--- config.mk ---
export PLATFORM = sky130hd
export DESIGN_NAME = dmavec_irq_top
export DESIGN_NICKNAME = d
export VERILOG_FILES = /design/src/rtl/dmavec_pkg.sv /design/src/rtl/dmavec_pend.sv /design/src/rtl/dmavec_prio.sv /design/src/rtl/dmavec_irq_top.sv
export SDC_FILE = /design/constraint.sdc
export NUM_CORES = 1
export LEC_CHECK = 0
export BUFFER_PORTS_ARGS = -buffer_cell sky130_fd_sc_hd__buf_2
export CELL_PAD_IN_SITES_DETAIL_PLACEMENT = 0
export CELL_PAD_IN_SITES_GLOBAL_PLACEMENT = 1
export CORE_MARGIN = 5
export CORE_UTILIZATION = 21
export DETAILED_ROUTE_END_ITERATION = 12
export GPL_TIMING_DRIVEN = 0
export HOLD_SLACK_MARGIN = 0.06
export PLACE_DENSITY_LB_ADDON = 0.1
export SYNTH_ARGS = -nofsm -noshare
export SYNTH_HDL_FRONTEND = slang
export SYNTH_SLANG_ARGS = --single-unit
--- constraint.sdc ---
create_clock -name clk -period 1.65 [get_ports clk]
set_clock_uncertainty 0.05 [all_clocks]
set_input_delay 0.165 -clock clk [delete_from_list [all_inputs] [get_ports clk]]
set_output_delay 0.165 -clock clk [all_outputs]
set_load 0.01 [all_outputs]
--- src/rtl/dmavec_pkg.sv ---
package dmavec_pkg;
  localparam int N_SRC    = 4;
  localparam int IDX_W    = $clog2(N_SRC);
  localparam int CODE_W   = IDX_W + 1;
  localparam int VEC_W    = 8;
  localparam int CODE_LSB = 1;

  // Source code: top bit marks "something pending", low bits give the index.
  function automatic logic [CODE_W-1:0] src_code(input logic any, input logic [IDX_W-1:0] idx);
    return any ? {1'b1, idx} : '0;
  endfunction

  // Replace the code field of a base vector.
  function automatic logic [VEC_W-1:0] splice_vec(input logic [VEC_W-1:0] base,
                                                  input logic [CODE_W-1:0] code);
    logic [VEC_W-1:0] mask;
    mask = VEC_W'({CODE_W{1'b1}}) << CODE_LSB;
    return (base & ~mask) | (VEC_W'(code) << CODE_LSB);
  endfunction
endpackage

--- src/rtl/dmavec_pend.sv ---
module dmavec_pend #(
  parameter int N = 4
) (
  input  logic         clk,
  input  logic         rst_n,
  input  logic [N-1:0] tc_evt,
  input  logic [N-1:0] ab_evt,
  input  logic [N-1:0] tc_clr,
  input  logic [N-1:0] ab_clr,
  output logic [N-1:0] tc_q,
  output logic [N-1:0] ab_q
);
  // A set in the same cycle as a clear wins, so no event is lost.
  always_ff @(posedge clk) begin
    if (!rst_n) begin
      tc_q <= '0;
      ab_q <= '0;
    end else begin
      tc_q <= (tc_q & ~tc_clr) | tc_evt;
      ab_q <= (ab_q & ~ab_clr) | ab_evt;
    end
  end

  AST_TC_SET_WINS: assert property (@(posedge clk) disable iff (!rst_n)
    (|tc_evt) |=> ((tc_q & $past(tc_evt)) == $past(tc_evt)));
  AST_AB_SET_WINS: assert property (@(posedge clk) disable iff (!rst_n)
    (|ab_evt) |=> ((ab_q & $past(ab_evt)) == $past(ab_evt)));
  AST_TC_HOLD: assert property (@(posedge clk) disable iff (!rst_n)
    (tc_evt == '0 && tc_clr == '0) |=> $stable(tc_q));
  AST_AB_HOLD: assert property (@(posedge clk) disable iff (!rst_n)
    (ab_evt == '0 && ab_clr == '0) |=> $stable(ab_q));
endmodule

--- src/rtl/dmavec_prio.sv ---
module dmavec_prio #(
  parameter int N  = 4,
  parameter int IW = $clog2(N)
) (
  input  logic [N-1:0]  req,
  output logic [N-1:0]  win_oh,
  output logic [IW-1:0] win_idx,
  output logic          any
);
  // Ascending scan: the last (highest) set index overrides earlier ones.
  always_comb begin
    win_oh  = '0;
    win_idx = '0;
    for (int i = 0; i < N; i++) begin
      if (req[i]) begin
        win_oh    = '0;
        win_oh[i] = 1'b1;
        win_idx   = IW'(i);
      end
    end
  end
  assign any = |req;
endmodule

--- src/rtl/dmavec_irq_top.sv ---
module dmavec_irq_top
  import dmavec_pkg::*;
(
  input  logic             clk,
  input  logic             rst_n,
  input  logic [N_SRC-1:0] tc_evt,
  input  logic [N_SRC-1:0] abort_evt,
  input  logic [N_SRC-1:0] src_ie,
  input  logic             abort_ie,
  input  logic             master_ie,
  input  logic             status_in_vec,
  input  logic             no_vec,
  input  logic [VEC_W-1:0] base_vec,
  input  logic             ack,
  input  logic             clr_we,
  input  logic [N_SRC-1:0] clr_tc_mask,
  input  logic [N_SRC-1:0] clr_abort_mask,
  output logic             irq,
  output logic [VEC_W-1:0] vec_out,
  output logic             vec_valid,
  output logic [N_SRC-1:0] tc_status,
  output logic [N_SRC-1:0] abort_status
);
  // Named internal events for the assertions.
  logic [N_SRC-1:0]  pending;
  logic [N_SRC-1:0]  en_pend;
  logic [N_SRC-1:0]  win_oh;
  logic [IDX_W-1:0]  win_idx;
  logic              win_any;
  logic [CODE_W-1:0] code;
  logic              ack_fire;
  logic [N_SRC-1:0]  tc_clr;
  logic [N_SRC-1:0]  ab_clr;

  assign pending = tc_status | (abort_status & {N_SRC{abort_ie}});
  assign en_pend = pending & src_ie;

  dmavec_prio #(.N(N_SRC), .IW(IDX_W)) u_prio (
    .req     (en_pend),
    .win_oh  (win_oh),
    .win_idx (win_idx),
    .any     (win_any)
  );

  assign code     = src_code(win_any, win_idx);
  assign irq      = master_ie & win_any;
  assign ack_fire = ack & irq;
  assign tc_clr   = (clr_we ? clr_tc_mask    : '0) | (ack_fire ? win_oh : '0);
  assign ab_clr   = (clr_we ? clr_abort_mask : '0) | (ack_fire ? win_oh : '0);

  always_comb begin
    if (no_vec)             vec_out = '0;
    else if (status_in_vec) vec_out = splice_vec(base_vec, code);
    else                    vec_out = base_vec;
  end
  assign vec_valid = ack_fire & ~no_vec;

  dmavec_pend #(.N(N_SRC)) u_pend (
    .clk    (clk),
    .rst_n  (rst_n),
    .tc_evt (tc_evt),
    .ab_evt (abort_evt),
    .tc_clr (tc_clr),
    .ab_clr (ab_clr),
    .tc_q   (tc_status),
    .ab_q   (abort_status)
  );

  AST_WIN_ONEHOT: assert property (@(posedge clk) disable iff (!rst_n)
    $onehot0(win_oh));
  AST_CODE_LEGAL: assert property (@(posedge clk) disable iff (!rst_n)
    (code[CODE_W-1] || code == '0));
  AST_WIN_ENABLED: assert property (@(posedge clk) disable iff (!rst_n)
    ((win_oh & ~src_ie) == '0));
  AST_IRQ_HAS_CODE: assert property (@(posedge clk) disable iff (!rst_n)
    irq |-> code[CODE_W-1]);
  AST_ACK_CLEARS: assert property (@(posedge clk) disable iff (!rst_n)
    (ack_fire && tc_evt == '0 && abort_evt == '0)
      |=> (((tc_status | abort_status) & $past(win_oh)) == '0));
  AST_NOVEC_SILENT: assert property (@(posedge clk) disable iff (!rst_n)
    no_vec |-> (!vec_valid && vec_out == '0));
endmodule

# ---- After elaboration in Yosys (flattened, before gate mapping)
# Index checks and enable logic that the tools add are counted.
dict set report totals {
  mem_bits_ro 0
  mem_bits_rw 0
  latch_bits 0
  in_bits 36
  mem_count 0
  register_bits 8
}
dict set report classes {
  bitwise 16
  div 0
  eq_ne 0
  addsub 0
  n_reduce_logical 1
  n_lt_le_gt_ge 0
  shift 0
  mul 0
  mux 13
}
# op count
set op_table {}
lappend op_table {{$or A4 B4 Y4} 5}
lappend op_table {{$and A4 B4 Y4} 4}
lappend op_table {{$mux W4} 4}
lappend op_table {{$mux W8} 2}
lappend op_table {{$not A4 Y4} 2}
lappend op_table {{$or A8 B4 Y8} 1}
lappend op_table {{$mux W2} 3}
lappend op_table {{$mux W3} 2}
lappend op_table {{$reduce_or A4 Y1} 1}
lappend op_table {{$and A1 B1 Y1} 3}
lappend op_table {{$mux W1} 2}
lappend op_table {{$not A1 Y1} 1}

# ---- Depth between registers and ports, before layout
# Gate-level depths: netlist (run 1).
dict set report logic_depth {
  word_depth 12
  ltp_mapped 5
  mapped_depth_nobuf 4
}

# ---- Hierarchy
# From an unflattened synthesis (run 1), not the netlist that was laid out.
dict set report hier_totals {
  cells_unflattened 66
  hier_area_um2 626.9
}
# mod cells_per_inst seq_area_each_um2 instances area_each_um2
set modules_own_cells {}
lappend modules_own_cells {dmavec_pend 25 160.2 1 337.8}
lappend modules_own_cells {dmavec_irq_top 32 0.0 1 235.2}
lappend modules_own_cells {dmavec_prio 9 0.0 1 53.8}

# ---- Worst setup path after synthesis (run 1)
# Ideal clock, no wire load.
dict set report synth_path {
  path_kind {register -> output}
  start {register u_pend.ab_q[2]}
  end {output vec_out[3]}
  stages_incl_launch_ff 5
  path_slack_ps 309
  n_path_buf 0
  t_arrival_ps 1126
  path_cell_list {dfxtp_1 a21o_1 and2_4 nor4_4 a211oi_1}
}
dict set report synth_between {
  elab_chain_cells 8
}
# item line
set synth_rtl {}
lappend synth_rtl {{start: declaration} dmavec_pend.sv:11} ;# output logic [N-1:0] ab_q
lappend synth_rtl {{start signal: assignment} dmavec_pend.sv:20} ;# ab_q <= (ab_q & ~ab_clr) | ab_evt;
lappend synth_rtl {{$and A4 B4 Y4} dmavec_irq_top.sv:35} ;# assign pending = tc_status | (abort_status & {N_SRC{abort_ie}});
lappend synth_rtl {{$or A4 B4 Y4} dmavec_irq_top.sv:35}
lappend synth_rtl {{$and A4 B4 Y4} dmavec_irq_top.sv:36} ;# assign en_pend = pending & src_ie;
lappend synth_rtl {{$reduce_or A4 Y1} dmavec_prio.sv:22} ;# assign any = |req;
lappend synth_rtl {{$mux W3} dmavec_pkg.sv:10} ;# return any ? {1'b1, idx} : '0;
lappend synth_rtl {{$or A8 B4 Y8} dmavec_pkg.sv:18} ;# return (base & ~mask) | (VEC_W'(code) << CODE_LSB);
lappend synth_rtl {{$mux W8} dmavec_irq_top.sv:53} ;# else if (status_in_vec) vec_out = splice_vec(base_vec, code);
lappend synth_rtl {{$mux W8} dmavec_irq_top.sv:52} ;# if (no_vec) vec_out = '0;
lappend synth_rtl {{end: declaration} dmavec_irq_top.sv:19} ;# output logic [VEC_W-1:0] vec_out,
# No other way between the ends.

# ---- Worst setup path after layout (run 1)
# Ends and elaborated chain as after synthesis.

==> Flow_metrics.wiki, run 1 <==
{| class="wikitable"
! Metric !! Value
|-
| Worst path arrival time || 1.48 ns
|-
| Synthesized-area fraction occupied by xor and xnor cells || 0%
|-
| Total number of yosys warnings || 0
|-
| Initial standard-cell utilization of the core || between 20% and 30%
|-
| Max-slew violation count || 0
|-
| Most instantiated cells after synthesis || nand2_1 (18), dfxtp_1 (8), nor2b_1 (7)
|-
| Multi-input combinational cell area || between 300 and 400 um^2
|-
| Final setup vio count || 2
|-
| Worst hold slack across all endpoints || 0.07538 ns
|-
| Boundary pin count || 54
|-
| Register cell area after layout || around 170 um^2
|-
| Peak VDD IR || around 0.00042 V
|-
| Number of cells produced by synthesis || 70
|-
| Post-DP Area || 818.3 um^2
|-
| Root cell of the clock tree || clkbuf_4
|-
| Residual antenna-violating net count after detailed routing || 0
|-
| Post-Layout Inst Area || between 900 and 1000 um^2
|-
| Filler instances || between 200 and 300
|-
| Pre-antenna DRT Iters || 2
|-
| Count of state elements after synthesis || 8
|-
| Total track usage || 11.12%
|-
| Number of global-route vias before repair || ~670
|-
| Class of the most critical setup path || flop to output pin
|-
| Total die area || around 3600 um^2
|-
| Die Height || approximately 60 um
|-
| Result of the run || finished, violations left
|-
| Longest Clk Path Bufs || 2
|-
| Average detailed-routed wire length per instance || 11.96 um
|-
| Syn_area_per_cell || ~7.5 um^2
|-
| Number of hold violations in the final report || 0
|-
| Violations in the final reports || setup timing
|-
| Fraction of the mapped netlist area in compound gates || between 20% and 30%
|-
| CP max stage delay || around 0.34 ns
|-
| Reg clk slew, reported paths || about 0.05 ns
|-
| Wire length of the first global-routing pass || around 3000 um
|-
| Number of buffers added by the clock tree synthesis step || 3
|-
| Async set-reset flop share out of synthesis || 0%
|-
| Cell with the most instances after synthesis || nand2_1
|-
| Number of flops mapped to enable cells by yosys || 0
|-
| Vias/cell || 4.366
|-
| CTS sink cnt || 8
|-
| Number of maximum-capacitance constraint violations || 0
|-
| Setup TNS || -0.06165 ns
|-
| Post-layout min period || roughly 1.7 ns
|-
| Critical Path Slowest Stage Cell || nor4_4
|-
| Antenna violations before repair || 0
|-
| # nets final || between 150 and 200
|-
| Share of post-route cells with drive strength above 1 || about 54%
|-
| DIE WIDTH || between 60 and 70 um
|-
| Synthesized area || ~530 um^2
|-
| Floorplan Core Area || about 2400 um^2
|-
| Simple-gate area share of the yosys netlist || 39.29%
|-
| Final setup margin || -0.04668 ns
|-
| Overflow after GRT || 0
|-
| Worst setup SP type || flop
|-
| Via count || slightly above 700
|-
| Fraction of the yosys area taken by sequential cells || between 30 and 40%
|-
| RSZ-0062 raised after global routing || true
|-
| CTS tree || done
|-
| Min-delay worst type || input port to flop
|-
| Ratio of total power to cell area || about 600 nW/um^2
|-
| Data required time at the worst endpoint || about 1.4 ns
|-
| Final wirelength || 1961 um
|-
| Main combinational cell family by area after synthesis || simple AND/OR/NAND/NOR gates
|-
| Static power due to leakage || slightly below 0.5 nW
|-
| CP delay by family, top || simple AND/OR/NAND/NOR gates
|-
| Insertion delay of the later-clocked pin in the worst-skew pair || roughly 0.25 ns
|-
| Top FF cell, synth || dfxtp_1
|-
| Top cells by area, synth || dfxtp_1 (30%), nand2_1 (13%), o21a_1 (8.6%)
|-
| Worst Max-Slew Pin Slew || ~0.5 ns
|-
| Final weighted congestion in routability-driven placement || 0.7079
|-
| Slew margin rel. || about two thirds
|-
| Count of H-tree levels built during CTS || 1
|-
| Top cell type by total area after synthesis || dfxtp_1
|-
| Area overhead of the layout relative to synthesis || 79.52%
|-
| Adder-cell area share of the yosys netlist || 0%
|-
| Unique cell type count in the Yosys netlist || 19
|-
| Quantity of I/O buffers inserted on ports || 51
|-
| Fraction of post-synthesis cell area in the top cell type by area || a little under a third
|-
| Portion of netlist area occupied by mux cells || 0%
|-
| Post-route fraction of the period consumed by the critical path || 102.8%
|-
| Antenna Diode Count || 0
|-
| DRC || 0
|-
| Detailed router's first-iteration violation count || 8
|-
| Post-layout util || 38.79%
|-
| Crit. End Element || output pin
|-
| Maximum number of pins on one net before global-route repair || 11
|-
| Sum of buffers and inverters on the critical path || 1
|-
| Critical path, cell by cell || a21o_1, and2_4, nor4_4, a211oi_1, buf_2
|-
| Row cnt || 18
|-
| Max Clock Freq || between 0.5 and 0.6 GHz
|-
| Largest driver fanout on the critical path || 3
|-
| Synthesized netlist net count || between 100 and 150
|}
## area by class of cell
cell class | count | area share (%)
multi-input combinational | 60 | 39.12
tap | 30 | 3.979
clock buffer | 3 | 2.387
buffer | 2 | 0.7958
sequential | 8 | 17.51
timing repair buffer | 61 | 36.21
## flip-flops by register name (all words and copies together) (netlist names)
register / count
u_pend.tc_q: 4
u_pend.ab_q: 4
## through the flow
step	power, mW	std cells	setup slack [ns]
2_1_floorplan	0.3188	70	0.3092
3_3_place_gp	0.4081	151	0.1791
3_5_place_dp	0.4109	151	0.1452
4_1_cts	0.5770	158	-0.08045
5_1_grt	0.6289	164	-0.1853
6_report	0.5789	164	-0.04668
## repair_timing
item,CTS,global route
hold buffers,0,3
endpoints found under the hold margin,0,3
endpoints found under the setup margin,3,5
cloned,0,0
pin swaps,5,6
gates resized for setup,3,5
setup buffers,4,3
## worst min-delay path, cell delays in order
cell     delay (ns)
buf_2          0.07
nand2_1        0.04
o21ai_1        0.06
## metal layers
layer / vias to the layer above / share of wire, % / track usage, %
li1: 374 / - / -
met1: 318 / 40 / 13.64
met2: 24 / 50 / 17.90
met3: 0 / 10 / 5.832
met4: 0 / 0 / 0.9494
met5: - / 0 / 0
## worst paths after layout
kind                                      from              to  slack, ns  depth (start not counted)
worst max-delay path            u_pend.ab_q[2]      vec_out[3]      -0.05                          5
worst min-delay path                 tc_evt[0]  u_pend.tc_q[0]       0.08                          3
worst min register to register  u_pend.ab_q[0]  u_pend.ab_q[0]       0.43                          2
worst max register to register  u_pend.ab_q[3]  u_pend.ab_q[0]       0.16                          6
## kinds of logic (layout without fill, tap and decap cells)
kind of cell | count (synthesis) | in the layout
AND/OR/NAND/NOR | 37 | 37
AO/OA/AOI/OAI | 23 | 23
flip-flops | 8 | 8
buffers and inverters | 2 | 66
## where the power goes
| part | total [mW] | leakage [nW] | internal [mW] | switching, mW |
|---|---|---|---|---|
| sequential | 0.220 | 0.0679 | 0.210 | 0.0102 |
| combinational | 0.215 | 0.412 | 0.114 | 0.101 |
| clock | 0.144 | 0.0138 | 0.0829 | 0.0609 |
## placed cells by master (no fill, tap or decap)
cell           Yosys  routed
nand2_1           18      18
a211oi_1           3       2
clkbuf_1           1       1
dfxtp_1            8       4
and2_4             2       2
dfxtp_2            0       4
nor2_1             4       3
nor4_4             1       1
a21o_1             2       2
buf_1              1       1
buf_4              0       6
o21ai_1            2       2
nand3_1            2       2
dlygate4sd3_1      0       3
and4bb_1           1       1
buf_2              0      51
clkbuf_4           0       3
nor2b_4            1       1
nor3_1             1       1
a31oi_1            4       4
a211oi_2           0       1
nor2_2             0       1
a21oi_2            1       2
o21a_1             6       6
buf_6              0       1
nor2b_1            7       7
a21oi_1            5       4
Note: power is estimated with default switching activity, not from simulation.
==> inputs of run 2 (changes only) <==
- ABC_AREA: default -> 1
- CORE_UTILIZATION: 21 -> 22
==> run 2 against run 1 <==
Compared with the run above: worst hold slack improved by 0.021 ns; the flow now finishes without violations; combinational power decreased by 7%; clock-buffer cell count is the same; critical endpoint is now vec_valid; sequential share of layout area about the same; core utilization shrank 2.0 points.
==> Flow_metrics.wiki, run 2 <==
{| class="wikitable"
! Metric !! Value
|-
| Max Clock Freq || 0.6607 GHz (was 0.5894 GHz)
|-
| Fraction of post-synthesis cell area in the top cell type by area || 27.00% (was 30.48%)
|-
| Number of maximum-capacitance constraint violations || 0 (unchanged)
|-
| Top cell type by total area after synthesis || dfxtp_1 (unchanged)
|-
| Average detailed-routed wire length per instance || 10.32 um (was 11.96 um)
|-
| Worst hold slack across all endpoints || 0.09593 ns (was 0.07538 ns)
|-
| Detailed router's first-iteration violation count || 24 (was 8)
|-
| Result of the run || finished, final reports clean (was finished, violations left)
|-
| Insertion delay of the later-clocked pin in the worst-skew pair || 0.25 ns (about the same)
|-
| Largest driver fanout on the critical path || 4 (was 3)
|-
| Fraction of the yosys area taken by sequential cells || 27.00% (was 30.48%)
|-
| RSZ-0062 raised after global routing || false (was true)
|-
| Longest Clk Path Bufs || 2 (unchanged)
|-
| Static power due to leakage || 0.5641 nW (was 0.4941 nW)
|-
| Floorplan Core Area || 2522 um^2 (was 2432 um^2)
|-
| DIE WIDTH || 61.92 um (was 60.03 um)
|-
| # nets final || 187 (was 172)
|-
| Worst setup SP type || flop (unchanged)
|-
| Total die area || 3834 um^2 (was 3603 um^2)
|-
| Unique cell type count in the Yosys netlist || 15 (was 19)
|-
| Post-layout min period || 1.513 ns (was 1.697 ns)
|-
| Setup TNS || 0 ns (was -0.06165 ns)
|-
| Number of cells produced by synthesis || 92 (was 70)
|-
| Vias/cell || 4.179 (was 4.366)
|-
| Number of flops mapped to enable cells by yosys || 0 (unchanged)
|-
| Data required time at the worst endpoint || 1.43 ns (about the same)
|-
| Number of hold violations in the final report || 0 (unchanged)
|-
| Row cnt || 18 (unchanged)
|-
| Overflow after GRT || 0 (unchanged)
|-
| Worst Max-Slew Pin Slew || 0.2638 ns (was 0.4859 ns)
|-
| Antenna Diode Count || 0 (unchanged)
|-
| Reg clk slew, reported paths || 0.05 ns (about the same)
|-
| CTS tree || done (unchanged)
|-
| Filler instances || 315 (was 286)
|-
| Post-Layout Inst Area || 928.4 um^2 (was 943.4 um^2)
|-
| Slew margin rel. || 82.39% (was 67.60%)
|-
| Via count || 748 (was 716)
|-
| Die Height || 61.92 um (was 60.03 um)
|-
| Final cell count without fillers || 179 (was 164)
|-
| Top cells by area, synth || dfxtp_1 (27%), inv_1 (14%), a21oi_1 (11%) (was dfxtp_1 (30%), nand2_1 (13%), o21a_1 (8.6%))
|-
| Maximum number of pins on one net before global-route repair || 9 (was 11)
|-
| Area overhead of the layout relative to synthesis || 56.54% (was 79.52%)
|-
| Boundary pin count || 54 (unchanged)
|-
| Top FF cell, synth || dfxtp_1 (unchanged)
|-
| Most common library cell in the layout ignoring fill and taps || buf_2 (unchanged)
|-
| Final wirelength || 1848 um (was 1961 um)
|-
| Post-route fraction of the period consumed by the critical path || 91.72% (was 102.8%)
|-
| Worst path arrival time || 1.30 ns (was 1.48 ns)
|-
| Cell with the most instances after synthesis || inv_1 (was nand2_1)
|-
| Quantity of I/O buffers inserted on ports || 53 (was 51)
|-
| Antenna violations before repair || 0 (unchanged)
|-
| Final weighted congestion in routability-driven placement || 0.6926 (was 0.7079)
|-
| Syn_area_per_cell || 6.446 um^2 (was 7.507 um^2)
|-
| Highest-count cells in the layout ignoring fill and taps || buf_2 (53), inv_1 (22), nand2_1 (15) (was buf_2 (51), nand2_1 (18), nor2b_1 (7))
|-
| Class of the most critical setup path || flop to output pin (unchanged)
|-
| Peak VDD IR || 0.0003122 V (was 0.0004226 V)
|-
| Pre-antenna DRT Iters || 4 (was 2)
|-
| Residual antenna-violating net count after detailed routing || 0 (unchanged)
|-
| Initial standard-cell utilization of the core || 23.51% (was 21.60%)
|-
| Max-slew violation count || 0 (unchanged)
|-
| Total power consumption of the routed design || 0.5652 mW (was 0.5789 mW)
|-
| CTS sink cnt || 8 (unchanged)
|-
| Count of state elements after synthesis || 8 (unchanged)
|-
| Share of post-route cells with drive strength above 1 || 48.99% (was 54.48%)
|-
| Number of global-route vias before repair || 738 (was 665)
|-
| Final setup vio count || 0 (was 2)
|-
| DRC || 0 (unchanged)
|-
| Largest registers || u_pend.ab_q x4, u_pend.tc_q x4 (unchanged)
|-
| Crit. End Element || output pin (unchanged)
|-
| Number of buffers added by the clock tree synthesis step || 3 (unchanged)
|-
| Async set-reset flop share out of synthesis || 0% (unchanged)
|-
| Total number of yosys warnings || 0 (unchanged)
|-
| Min-delay worst type || input port to flop (unchanged)
|-
| Synthesized netlist net count || 128 (was 106)
|-
| Root cell of the clock tree || clkbuf_4 (unchanged)
|-
| Cell Count Post-Placement || 175 (was 151)
|-
| CTS Hold Buffers Added || 0 (unchanged)
|-
| Ratio of total power to cell area || 608.8 nW/um^2 (was 613.6 nW/um^2)
|-
| Post-DP Area || 895.9 um^2 (was 818.3 um^2)
|-
| Synthesized area || 593.1 um^2 (was 525.5 um^2)
|-
| Wire length of the first global-routing pass || 2987 um (was 2967 um)
|-
| Reg-to-reg setup timing slack || 0.31 ns (was 0.16 ns)
|-
| Half-perimeter wire length after detailed placement || approximately 1600 um
|-
| Count of H-tree levels built during CTS || 1 (unchanged)
|-
| Total track usage || 10.46% (was 11.12%)
|-
| Most instantiated cells after synthesis || inv_1 (22), nand2_1 (15), a21oi_1 (13) (was nand2_1 (18), dfxtp_1 (8), nor2b_1 (7))
|}
-- run 2: cell count changes in the layout (fill, tap and decap cells not counted), sizes merged, moves of 4 or more --
cell    previous run  this run
a21boi             0         4
a21oi              6        13
buf               59        54
inv                0        22
nand2             18        23
nand3              2         7
nor2               4        11
nor2b              8         0
o21a               6         0
-- run 2: final cells by class --
type	instances	area (um^2)	share of cell area [%]
clock buffers	3	22.52	2.426
inverters	22	82.58	8.895
multi-input cells	62	350.3	37.74
flip-flops and latches	8	162.7	17.52
well taps	30	37.54	4.043
repair buffers	54	272.8	29.38
-- run 2: power breakdown --
| part | leakage (nW) | total [mW] | internal (mW) | switching [mW] |
|---|---|---|---|---|
| registers | 0.0674 | 0.216 | 0.208 | 0.00738 |
| logic | 0.483 | 0.201 | 0.0915 | 0.110 |
| clock network | 0.0138 | 0.148 | 0.0832 | 0.0651 |
-- run 2: cell families (layout without fill, tap and decap cells) --
family	after synthesis	after routing	share of synthesized area, %
AOI/OAI and AO/OA	21	21	20.04
buffers and inverters	22	79	13.92
DFF	8	8	27.00
and+or+nand+nor	41	41	39.03
-- run 2: worst max-delay path: stages (launching register included) --
cell	delay [ns]
dfxtp_1	0.30
inv_1	0.07
nand2_1	0.07
nand2_2	0.10
nand2_2	0.08
nor2_4	0.15
nor2_8	0.06
nand2_1	0.05
nor2_1	0.03
buf_2	0.13
-- run 2: final timing paths --
check / end / startpoint / cells after the start
setup / recovery: vec_valid / u_pend.tc_q[2] / 9
hold / removal: u_pend.ab_q[2] / abort_evt[2] / 3
setup reg to reg: u_pend.ab_q[2] / u_pend.tc_q[2] / 10
hold reg to reg: u_pend.tc_q[0] / u_pend.tc_q[0] / 4
-- run 2: repair_timing --
action	in CTS	in global routing
setup endpoints to repair	0	1
gates resized for setup	0	2
buffers inserted	0	1
-- run 2: metal layers --
metal / global-route usage [%] / part of all wire [%]
met5: 0 / 0
met4: 3.636 / 0.70
met3: 3.306 / 13
met2: 16.89 / 42
met1: 13.10 / 44
-- run 2: through the flow --
stage | setup WS [ns] | util, %
3_5_place_dp | 0.3347 | 35.52
6_report | 0.1365 | 36.81
3_3_place_gp | 0.3455 | 35.52
5_1_grt | 0.006685 | 36.81
4_1_cts | 0.05015 | 36.41
2_1_floorplan | 0.3763 | -
